**src/rtl/xs3_pkg.sv**
```systemverilog
package xs3_pkg;
  typedef enum logic {
    CMP_NINES = 1'b0,
    CMP_TENS  = 1'b1
  } cmp_mode_e;

  localparam int unsigned DIG_W    = 4;
  localparam logic [3:0]  XS3_ZERO = 4'h3;
  localparam logic [3:0]  XS3_NINE = 4'hC;
  localparam logic [3:0]  FIX_UP   = 4'h3;
  // nine's complement of 3 in one nibble; with wrap-around carry it subtracts 3
  localparam logic [3:0]  FIX_DN   = 4'hC;

  function automatic logic xs3_legal(input logic [3:0] d);
    return (d >= 4'd3) && (d <= 4'd12);
  endfunction
endpackage

```
**src/rtl/xs3_decade_add.sv**
```systemverilog
module xs3_decade_add (
  input  logic [3:0] a_i,
  input  logic [3:0] b_i,
  input  logic       ci_i,
  output logic [3:0] raw_o,
  output logic       co_o
);
  logic [4:0] sum;
  // both codes carry +3, so bit 4 is exactly the decimal carry
  assign sum   = {1'b0, a_i} + {1'b0, b_i} + {4'd0, ci_i};
  assign raw_o = sum[3:0];
  assign co_o  = sum[4];
endmodule

```
**src/rtl/xs3_decade_fix.sv**
```systemverilog
module xs3_decade_fix
  import xs3_pkg::*;
(
  input  logic [3:0] raw_i,
  input  logic       carried_i,
  output logic [3:0] dig_o
);
  logic [4:0] dn_sum;
  logic [3:0] up_val;
  logic [3:0] dn_val;

  assign up_val = raw_i + FIX_UP;
  assign dn_sum = {1'b0, raw_i} + {1'b0, FIX_DN};
  // carry out of the nibble wraps into its own LSB, never to the next decade
  assign dn_val = dn_sum[3:0] + {3'd0, dn_sum[4]};
  assign dig_o  = carried_i ? up_val : dn_val;
endmodule

```
**src/rtl/xs3_chain.sv**
```systemverilog
module xs3_chain #(
  parameter int unsigned N_DEC = 4,
  localparam int unsigned W    = 4 * N_DEC
) (
  input  logic [W-1:0]     a_dig_i,
  input  logic [W-1:0]     b_dig_i,
  input  logic             a_neg_i,
  input  logic             b_neg_i,
  input  logic             ci_i,
  output logic [W-1:0]     raw_o,
  output logic [N_DEC-1:0] dco_o,
  output logic             neg_o,
  output logic             sgn_ci_o,
  output logic             sgn_co_o
);
  logic [N_DEC:0] c;
  assign c[0] = ci_i;

  for (genvar k = 0; k < N_DEC; k++) begin : g_dec
    xs3_decade_add u_add (
      .a_i   (a_dig_i[4*k +: 4]),
      .b_i   (b_dig_i[4*k +: 4]),
      .ci_i  (c[k]),
      .raw_o (raw_o[4*k +: 4]),
      .co_o  (c[k+1])
    );
    assign dco_o[k] = c[k+1];
  end

  assign sgn_ci_o = c[N_DEC];
  assign neg_o    = a_neg_i ^ b_neg_i ^ c[N_DEC];
  assign sgn_co_o = (a_neg_i & b_neg_i) | (c[N_DEC] & (a_neg_i ^ b_neg_i));
endmodule

```
**src/rtl/xs3_addsub.sv**
```systemverilog
module xs3_addsub
  import xs3_pkg::*;
#(
  parameter int unsigned N_DEC   = 4,
  parameter cmp_mode_e   MODE    = CMP_NINES,
  parameter bit          REG_OUT = 1'b1,
  localparam int unsigned W      = 4 * N_DEC
) (
  input  logic         clk_i,
  input  logic         rst_ni,
  input  logic [W-1:0] a_dig_i,
  input  logic         a_neg_i,
  input  logic [W-1:0] b_dig_i,
  input  logic         b_neg_i,
  input  logic         sub_i,
  output logic [W-1:0] res_dig_o,
  output logic         res_neg_o,
  output logic         ovf_o
);
  logic [W-1:0]     b_eff;
  logic             b_neg_eff;
  logic [W-1:0]     raw;
  logic [N_DEC-1:0] dco;
  logic             sum_neg;
  logic             sum_ovf;
  logic [W-1:0]     fix_dig;

  // self-complementing code: bit inversion is the nine's complement
  assign b_eff     = b_dig_i ^ {W{sub_i}};
  assign b_neg_eff = b_neg_i ^ sub_i;

  if (MODE == CMP_NINES) begin : g_nines
    logic [W-1:0]     raw0, raw1;
    logic [N_DEC-1:0] dco0, dco1;
    logic             neg0, neg1, sci0, sci1, sco0, sco1;
    logic             eac;

    xs3_chain #(.N_DEC(N_DEC)) u_p0 (
      .a_dig_i(a_dig_i), .b_dig_i(b_eff), .a_neg_i(a_neg_i), .b_neg_i(b_neg_eff),
      .ci_i(1'b0), .raw_o(raw0), .dco_o(dco0), .neg_o(neg0),
      .sgn_ci_o(sci0), .sgn_co_o(sco0)
    );
    xs3_chain #(.N_DEC(N_DEC)) u_p1 (
      .a_dig_i(a_dig_i), .b_dig_i(b_eff), .a_neg_i(a_neg_i), .b_neg_i(b_neg_eff),
      .ci_i(1'b1), .raw_o(raw1), .dco_o(dco1), .neg_o(neg1),
      .sgn_ci_o(sci1), .sgn_co_o(sco1)
    );

    // end-around carry picks the pass; a second wrap cannot occur
    assign eac     = sco0;
    assign raw     = eac ? raw1 : raw0;
    assign dco     = eac ? dco1 : dco0;
    assign sum_neg = eac ? neg1 : neg0;
    assign sum_ovf = (a_neg_i == b_neg_eff) && (sum_neg != a_neg_i);

    logic unused_nines;
    assign unused_nines = ^{sci0, sci1, sco1};
  end else begin : g_tens
    logic sci, sco;

    xs3_chain #(.N_DEC(N_DEC)) u_p (
      .a_dig_i(a_dig_i), .b_dig_i(b_eff), .a_neg_i(a_neg_i), .b_neg_i(b_neg_eff),
      .ci_i(sub_i), .raw_o(raw), .dco_o(dco), .neg_o(sum_neg),
      .sgn_ci_o(sci), .sgn_co_o(sco)
    );
    assign sum_ovf = sci ^ sco;
  end

  for (genvar k = 0; k < N_DEC; k++) begin : g_fix
    xs3_decade_fix u_fix (
      .raw_i     (raw[4*k +: 4]),
      .carried_i (dco[k]),
      .dig_o     (fix_dig[4*k +: 4])
    );
  end

  if (REG_OUT) begin : g_reg
    always_ff @(posedge clk_i or negedge rst_ni) begin
      if (!rst_ni) begin
        res_dig_o <= {N_DEC{XS3_ZERO}};
        res_neg_o <= 1'b0;
        ovf_o     <= 1'b0;
      end else begin
        res_dig_o <= fix_dig;
        res_neg_o <= sum_neg;
        ovf_o     <= sum_ovf;
      end
    end
  end else begin : g_comb
    assign res_dig_o = fix_dig;
    assign res_neg_o = sum_neg;
    assign ovf_o     = sum_ovf;

    logic unused_clk;
    assign unused_clk = ^{clk_i, rst_ni};
  end
endmodule

```
**config.mk**
```make
export PLATFORM = sky130hd
export DESIGN_NAME = xs3_addsub
export DESIGN_NICKNAME = d
export VERILOG_FILES = /design/src/rtl/xs3_pkg.sv /design/src/rtl/xs3_decade_add.sv /design/src/rtl/xs3_decade_fix.sv /design/src/rtl/xs3_chain.sv /design/src/rtl/xs3_addsub.sv
export SDC_FILE = /design/constraint.sdc
export NUM_CORES = 1
export LEC_CHECK = 0
export BUFFER_PORTS_ARGS = -buffer_cell sky130_fd_sc_hd__buf_4
export CAP_MARGIN = 25
export CORE_MARGIN = 1
export CORE_UTILIZATION = 45
export DETAILED_ROUTE_END_ITERATION = 6
export GPL_TIMING_DRIVEN = 0
export PLACE_DENSITY_LB_ADDON = 0.1
export REMOVE_ABC_BUFFERS = 1
export SKIP_CTS_REPAIR_TIMING = 1
export SLEW_MARGIN = 20
export SYNTH_ARGS = -nofsm -noshare
export SYNTH_HDL_FRONTEND = slang
export SYNTH_SLANG_ARGS = --single-unit
export TNS_END_PERCENT = 10
```
**constraint.sdc**
```tcl
create_clock -name clk_i -period 0.8 [get_ports clk_i]
set_input_delay 0.04 -clock clk_i [delete_from_list [all_inputs] [get_ports clk_i]]
set_output_delay 0.04 -clock clk_i [all_outputs]
set_load 0.005 [all_outputs]
```
==> impl_metrics.tcl, run 1 <==
set metrics [dict create \
    antenna_left 0 \
    tritoncts.num_buffers 3 \
    avgViaCountPerCell 5.32 \
    die_area_mm2 0.00664 \
    syn_avg_cell_area_um2 8.95 \
    drc 0 \
    cp_data_required_time_ns 0.94 \
    dp.cells 441 \
    critPathLaunch "b_dig_i[0]" \
    status "complete, but fails checks" \
    die_w_um 81.5 \
    synth_top_cell_area_share_pct 18.5 \
    firstDrtPassIters 4 \
    drive_gt1_share_pct 39.4 \
    hp-class "in -> reg" \
    cp_slowest_cell "a2111o_1" \
    failed_checks "setup timing" \
    yosysWarnings 0 \
    grt.total_usage_pct 17.8 \
    core_area_mm2 0.00603 \
    period_needed_ns 5.71 \
    p_leak_uw 0.00188 \
    crit_type "in -> reg" \
    startpoint_type "primary input" \
    fin_nets 495 \
    cpPeakStageDelay_ns 0.40 \
    cts_buffer_depth 2 \
    crit_path_end_kind "flip-flop" \
    vdd_drop_max_mv 1.57 \
    drt_iter0_drc 116 \
    grt_first_pass_wirelength_mm 9.23 \
    setup_slack_ns -4.91 \
    final_area_mm2 0.00404 \
    syn_to_final_growth_pct 42.0 \
    ys_seq_elements 18 \
    grt_pass1_vias 2127 \
    cellPowerDensity_mw_per_mm2 2520 \
    power_uw 10200 \
    max-cap-violations 0 \
    cp_max_fo 6 \
    ctsRootBufferMaster "clkbuf_8" \
    max_freq_ghz 0.175 \
    cp_data_arrival_time_ns 5.85 \
    overflow 0 \
    worstMarginPinSlew_ns 0.647 \
    syn_inst 318 \
    cts_max_level 1 \
    async_flop_share_pct 100 \
    vias 2586 \
    fp.dieH_um 81.5 \
    synth_edf_count 0 \
    slew_headroom_pct 56.6 \
    placed_area_mm2 0.00331 \
    cts_tree "built" \
    fin_setup_tns_ns -80.45 \
    finalSetupViolCount 28 \
    port_buffers 54 \
    num_antenna_cells 0 \
    cpMostUsedCell "ha_2" \
    final_max_slew_viol_count 0 \
    yosysTopAreaCell "ha_1" \
    wl_per_cell_um 13.8 \
    post-route-period-util_pct 714 \
    hold_slack_ns 0.0445 \
    syn_area_mm2 0.00285 \
    gp_congestion 0.861 \
    ys_seq_area_share_pct 16.2 \
    rows 28 \
    grt_max_degree 22 \
    grt_antenna_before_repair 0 \
    yosysUniqueCellTypes 55 \
    hp-start "a_neg_i" \
    instances_no_fill 486 \
    rsz0062_at_grt "true" \
    routed_wl_mm 6.70 \
    final_hold_viol_count 0 \
    synthFlopType "dfrtp_1" \
    hpwl_mm 4.68 \
    path_clk_slew_ns 0.08 \
    cts.sinks 18 \
    initial_core_util_pct 47.2 \
    io_pins 55 \
    synth_area_leaders "ha_1 (18%), dfrtp_1 (8.8%), xnor2_1 (8.3%), xor2_1 (8.0%), dfstp_2 (7.4%)" \
]
synthesized netlist by cell type (all sizes together) (4+ instances only):
cell and number:
a21o 5, xnor2 28, and2 4, dfstp 8
o21ai 15, nor2 16, nand2 21, nor3 4
dfrtp 10, a21oi 9, fa 4, inv 31
xor2 27, ha 42, nand2b 4, mux2i 19
nand3 12, mux2 5, nor2b 7
worst max-delay path, delay by kind of cell:
family                     cells  cell delay, ns
adders and majority gates     10            2.07
AOI/OAI and AO/OA              5            1.06
xor gates and xnor gates       5            0.79
and+or+nand+nor                6            0.73
buffers and inverters          6            0.60
muxes                          3            0.59
layout make-up:
cell class,count,area (um^2)
multi-input cells,264,2500
fillers,490,1990
repair buffers,94,812
flip-flops and latches,18,460
inverters,31,116
well taps,75,93.8
clock buffers,4,55.1
power breakdown:
part | switching (uW) | internal (uW) | total (uW)
logic | 3580 | 4100 | 7680
registers | 198 | 1530 | 1730
clock network | 350 | 438 | 789
total | 4130 | 6070 | 10200
stage by stage:
stage               util, %  worst slack, ns
floorplan                 -            -5.27
global placement       54.9            -6.55
detailed placement     55.0            -6.20
CTS                    55.9            -5.96
global route           67.0            -5.20
finish                 67.0            -4.91
sequential cells by signal, summed over array words and instances, names as in the netlist:
signal / flops
res_dig_o: 16
res_neg_o: 1
ovf_o: 1
metal layers:
layer  global-route usage (%)  up-vias  share of wire [%]
li1                         -     1308                  -
met1                     22.4     1207                 45
met2                     31.6       57                 51
met3                     1.44       14                2.3
met4                     6.07        0                1.9
met5                        0        -                  0
layout by cell type, fill, tap and decap left out, types with 9 or more instances in the layout:
cell type,instances
buf_4,72
ha_1,29
inv_1,27
xor2_1,24
xnor2_1,22
buf_6,19
mux2i_1,18
nand2_1,17
nor2_1,16
o21ai_0,11
nand3_1,10
dfrtp_1,10
a21oi_1,9
worst paths after layout:
kind,endpoint,cells after the start,slack [ns]
min in group asynchronous,ovf_o,2,0.18
hold / removal,ovf_o,3,0.04
setup / recovery,res_dig_o[11],35,-4.91
max in group asynchronous,res_dig_o[4],2,0.35
cells by family (layout without fill, tap and decap cells):
family	Yosys count	count (layout)	share of synthesized area, %
buffers and inverters	37	129	5.45
AND/OR/NAND/NOR	80	80	14.4
adder cells (fa/ha/maj)	46	46	21.3
XOR/XNOR	56	56	18.3
AO/OA/AOI/OAI	57	58	15.7
multiplexers	24	24	8.66
flip-flops	18	18	16.2
Power figures use the tool's default switching activity.
==> run 2, diff against run 1 <==
ABC_AREA = 1   (was unset)
GPL_ROUTABILITY_DRIVEN = 1   (was unset)
==> run 2 against run 1 <==
  * Largest power group unchanged
  * Worst hold slack improved by 0.033 ns
  * Routed wire length is 2.1% higher
  * Setup slack gained 1.3 ns
  * Non-clock buffer count decreased by 1
  * Synthesized area increased by 3.1%
  * Highest routed layer unchanged
  * The flow still finishes with violations (setup timing)
  * Global-route usage shrank 0.26 points
  * First-iteration DRC count shrank 21%
==> impl_metrics.tcl, run 2 <==
set metrics [dict create \
    synth_top_cell_area_share_pct 17.9 \
    num_antenna_cells 0 \
    cts.sinks 18 \
    holdPathEnd "ovf_o" \
    port_buffers 54 \
    fillers 532 \
    cts_max_level 1 \
    largest_reg_flops 16 \
    cts_buffer_depth 2 \
    firstDrtPassIters 4 \
    die_area_mm2 0.00684 \
    die_w_um 82.7 \
    drive_gt1_share_pct 39.7 \
    drt_iter0_drc 92 \
    ys_seq_elements 18 \
    wl_met2_mm 3.33 \
    yosysUniqueCellTypes 32 \
    syn_area_mm2 0.00293 \
    async_flop_share_pct 100 \
    initial_core_util_pct 46.5 \
    syn_to_final_growth_pct 44.4 \
    grt_max_degree 21 \
    worstMarginPinSlew_ns 0.748 \
    fp.dieH_um 82.7 \
    final_max_slew_viol_count 0 \
    grt_first_pass_wirelength_mm 9.56 \
    final_hold_viol_count 0 \
    dr_wl_met3_um 190 \
    io_pins 55 \
    yosysTopAreaCell "ha_1" \
    rsz0062_at_grt "true" \
    drc 0 \
    vias 2933 \
    slew_headroom_pct 50.1 \
    layout_common_cells "nand2_1 (72), buf_4 (72), nand3_1 (65), inv_1 (64), nand2_2 (29)" \
    max-cap-violations 0 \
    final_area_mm2 0.00423 \
    cp_data_required_time_ns 0.94 \
    vdd_drop_max_mv 1.71 \
    top_regs "res_dig_o x16, ovf_o x1, res_neg_o x1" \
    synth_commonest_cells "nand2_1 (89), inv_1 (76), nand3_1 (67)" \
    antenna_left 0 \
    grt_antenna_before_repair 0 \
    post-route-period-util_pct 547 \
    synthFlopType "dfrtp_1" \
    cts_tree "built" \
    min_path_cells 3 \
    crit_path_end_kind "flip-flop" \
    synth_edf_count 0 \
    hpwl_mm 4.95 \
    regMostFlops "res_dig_o" \
    overflow 0 \
    yosys.cell_count.top_type "nand2_1" \
    path_clk_slew_ns 0.06 \
    hp-start "a_neg_i" \
    placed_area_mm2 0.00339 \
    period_needed_ns 4.38 \
    crit_type "in -> reg" \
    ys_seq_area_share_pct 15.7 \
    core_area_mm2 0.00631 \
    syn_avg_cell_area_um2 6.92 \
    finalSetupViolCount 26 \
    setup_slack_ns -3.58 \
    p_leak_uw 0.00220 \
    tritoncts.num_buffers 3 \
    hp-class "in -> reg" \
    cellPowerDensity_mw_per_mm2 2510 \
    wl_met1_mm 3.20 \
    cpPeakStageDelay_ns 0.59 \
    grt_pass1_vias 2239 \
    syn_inst 424 \
    failed_checks "setup timing" \
    hold_slack_ns 0.0771 \
    wl_per_cell_um 11.5 \
    gp_congestion 0.783 \
    top_layer "met4" \
    rows 29 \
    routed_wl_mm 6.84 \
    startpoint_type "primary input" \
    cp_data_arrival_time_ns 4.52 \
    max_freq_ghz 0.228 \
    synth_area_leaders "ha_1 (18%), nand3_1 (11%), nand2_1 (11%), inv_1 (9.7%), dfrtp_1 (8.5%)" \
    cp_max_fo 6 \
    grt.total_usage_pct 17.5 \
    ctsRootBufferMaster "clkbuf_8" \
    yosysWarnings 0 \
    status "complete, but fails checks" \
    fin_nets 600 \
    avgViaCountPerCell 4.95 \
    cp_slowest_cell "fa_2" \
]
run 2: final cells by class:
class                           count  area (um^2)  area share [%]
Multi-Input combinational cell    320         2520            59.6
Timing Repair Buffer               93          801            18.9
Sequential cell                    18          460            10.9
Inverter                           81          309            7.30
Tap cell                           77         96.3            2.28
Clock buffer                        4         45.0            1.06
run 2: logic make-up after synthesis:
family          after synthesis  synth area share (%)
simple gates                209                  34.9
buf+inv                      88                  11.9
fa+ha+maj                    46                  20.6
xor+xnor                     37                  11.0
compound gates               26                  5.80
flops                        18                  15.7
run 2: worst max path at each step:
stage / from / endpoint / depth (start not counted)
2_1_floorplan: b_dig_i[0] / res_dig_o[14] / 29
3_3_place_gp: sub_i / res_dig_o[14] / 30
3_5_place_dp: sub_i / res_dig_o[14] / 30
4_1_cts: sub_i / res_dig_o[14] / 30
5_1_grt: sub_i / res_dig_o[2] / 38
6_report: sub_i / res_dig_o[14] / 29
run 2: layer usage:
| layer | GRT usage (%) | vias up |
|---|---|---|
| met1 | 25.7 | 1301 |
| met2 | 27.7 | 66 |
| met4 | 4.83 | 0 |
| met3 | 0.659 | 11 |
| met5 | 0 | - |
| li1 | - | 1555 |
run 2: power by group:
group | switching [uW] | leakage [uW] | internal (uW)
clock | 257 | 0.0000228 | 352
combinational | 4310 | 0.00197 | 4020
sequential | 166 | 0.000204 | 1510
run 2: metrics by stage:
stage                     util, %  power, uW  cells  setup slack, ns  TNS [ns]
after floorplan                 -       6010    417            -3.75    -63.33
after global placement       53.7       7600    548            -4.61    -78.54
after detailed placement     53.7       7780    548            -4.69    -80.07
after CTS                    54.4       8440    552            -4.46    -76.44
after global routing         67.1      11800    593            -3.83    -67.41
final                        67.1      10600    593            -3.58    -62.88
run 2: worst max-delay path: cells and delay by family:
| kind | cells | cell delay [ns] |
|---|---|---|
| adders and majority gates | 11 | 2.39 |
| xor gates and xnor gates | 5 | 0.93 |
| and+or+nand+nor | 9 | 0.87 |
| buffers and inverters | 4 | 0.26 |
==> run 3, diff against run 2 <==
PLACE_DENSITY = 0.71   (was unset)
PLACE_DENSITY_LB_ADDON = unset   (was 0.1)
REMOVE_ABC_BUFFERS = unset   (was 1)
==> run 3 against run 2 <==
  * The flow still finishes with violations (setup timing)
  * Combinational power fell by 2%
  * Sequential share of layout area rose by 0.11 points
  * Clock power fell by 0.7%
  * Utilization fell by 0.67 points
  * Global-route usage rose by 1.3 points
  * Fmax fell by 3.2%
  * Setup slack got worse by 0.14 ns
  * Non-clock buffer count fell by 5
  * Power fell by 1.9%
==> impl_metrics.tcl, run 3 (synthesis results as in run 2) <==
set metrics [dict create \
    status "complete, but fails checks" \
    failed_checks "setup timing" \
    cts_max_level 1 \
    cellPowerDensity_mw_per_mm2 2480 \
    grt.total_usage_pct 18.9 \
    placed_area_mm2 0.00360 \
    final_common_cell "nand2_1" \
    wl_per_cell_um 12.0 \
    vdd_drop_max_mv 1.64 \
    num_antenna_cells 0 \
    fin_nets 594 \
    grt_first_pass_wirelength_mm 10.3 \
    io_pins 55 \
    cp_data_arrival_time_ns 4.71 \
    die_area_mm2 0.00684 \
    finalSetupViolCount 26 \
    drive_gt1_share_pct 39.4 \
    cp_data_required_time_ns 0.98 \
    port_buffers 53 \
    cp_slowest_cell "fa_2" \
    path_clk_slew_ns 0.06 \
    core_area_mm2 0.00631 \
    die_w_um 82.7 \
    pwr-share-clk_pct 5.8 \
    firstDrtPassIters 4 \
    syn_to_final_growth_pct 42.9 \
    final_area_mm2 0.00419 \
    critPathTopFamily "adder cells" \
    top_regs "res_dig_o x16, ovf_o x1, res_neg_o x1" \
    drc 0 \
    ctsRootBufferMaster "clkbuf_8" \
    avgViaCountPerCell 4.93 \
    cts_buffer_depth 2 \
    grt_max_degree 19 \
    final_max_slew_viol_count 0 \
    fillers 539 \
    syn_nets 507 \
    rows 29 \
    vias 2891 \
    sw_frac_of_total_pct 45.5 \
    regMostFlops "res_dig_o" \
    comb_power_share_pct 78.2 \
    final_hold_viol_count 0 \
    netSwitchingPower_uw 4740 \
    cp_max_fo 8 \
    antenna_left 0 \
    hpwl_mm 5.27 \
    power_uw 10400 \
    overflow 0 \
    gp_congestion 0.858 \
    rsz0062_at_grt "true" \
    cpMostUsedCell "ha_4" \
    drt_iter0_drc 85 \
    post-route-period-util_pct 565 \
    cts_tree "built" \
    routed_wl_mm 7.03 \
    tritoncts.num_buffers 3 \
    crit_type "in -> reg" \
    p_int_uw 5670 \
    fp.dieH_um 82.7 \
    max-cap-violations 0 \
    p_leak_uw 0.00217 \
    max_freq_ghz 0.221 \
    setup_slack_ns -3.72 \
    slew_headroom_pct 68.9 \
    worstMarginPinSlew_ns 0.464 \
    cts.sinks 18 \
    period_needed_ns 4.52 \
    hold_slack_ns 0.0743 \
    grt_pass1_vias 2423 \
    seq_power_share_pct 16.0 \
    cpPeakStageDelay_ns 0.39 \
    hp-class "in -> reg" \
    crit_buf_inv 10 \
    crit_path_end_kind "flip-flop" \
    largest_reg_flops 16 \
    grt_antenna_before_repair 0 \
    layout_common_cells "nand2_1 (73), buf_4 (68), nand3_1 (64), inv_1 (62), nand2_2 (24)" \
    initial_core_util_pct 46.5 \
    startpoint_type "primary input" \
]
[run 3: cell count changes in the layout (fill, tap and decap cells not counted), moves of 3 or more]
cell / change
buf_2: +3
inv_2: +4
nand2_2: -5
xor2_2: -3
buf_6: -5
nand2_4: +3
buf_4: -4
[run 3: per-stage QoR]
step / std cells / worst slack [ns] / TNS [ns] / util, %
after CTS: 558 / -4.02 / -69.75 / 57.7
after global routing: 587 / -4.06 / -71.41 / 66.4
after detailed placement: 554 / -4.27 / -73.45 / 57.0
after floorplan: 424 / -3.75 / -65.49 / -
final: 587 / -3.72 / -65.58 / 66.4
after global placement: 554 / -4.17 / -72.33 / 57.0
[run 3: final timing paths]
check,from,to,slack (ns),cells after the start
worst max-delay path,sub_i,res_dig_o[6],-3.72,39
worst min-delay path,a_neg_i,ovf_o,0.07,3
max in group asynchronous,rst_ni,res_dig_o[4],0.36,2
min in group asynchronous,rst_ni,res_neg_o,0.19,2
[run 3: layout make-up]
cell class / instances / area [um^2] / share of cell area (%)
Buffer: 7 / 86.3 / 2.06
Multi-Input combinational cell: 319 / 2540 / 60.7
Timing Repair Buffer: 81 / 656 / 15.6
Clock buffer: 4 / 45.0 / 1.07
Sequential cell: 18 / 460 / 11.0
Tap cell: 77 / 96.3 / 2.30
Inverter: 81 / 304 / 7.25
[run 3: power groups by stage]
stage	combinational (uW)	clock, uW	sequential [uW]
final	8140	605	1670
after global routing	9130	655	1730
after CTS	6580	628	1620
after detailed placement	6520	0	1630
after global placement	6320	0	1620
after floorplan	4640	0	1700
[run 3: routing by layer]
layer / global-route usage (%) / vias to the layer above / routed length (um)
li1: - / 1544 / -
met4: 6.03 / 0 / 118
met2: 31.6 / 72 / 3420
met1: 26.0 / 1263 / 3250
met3: 0.659 / 12 / 249
met5: 0 / - / 0
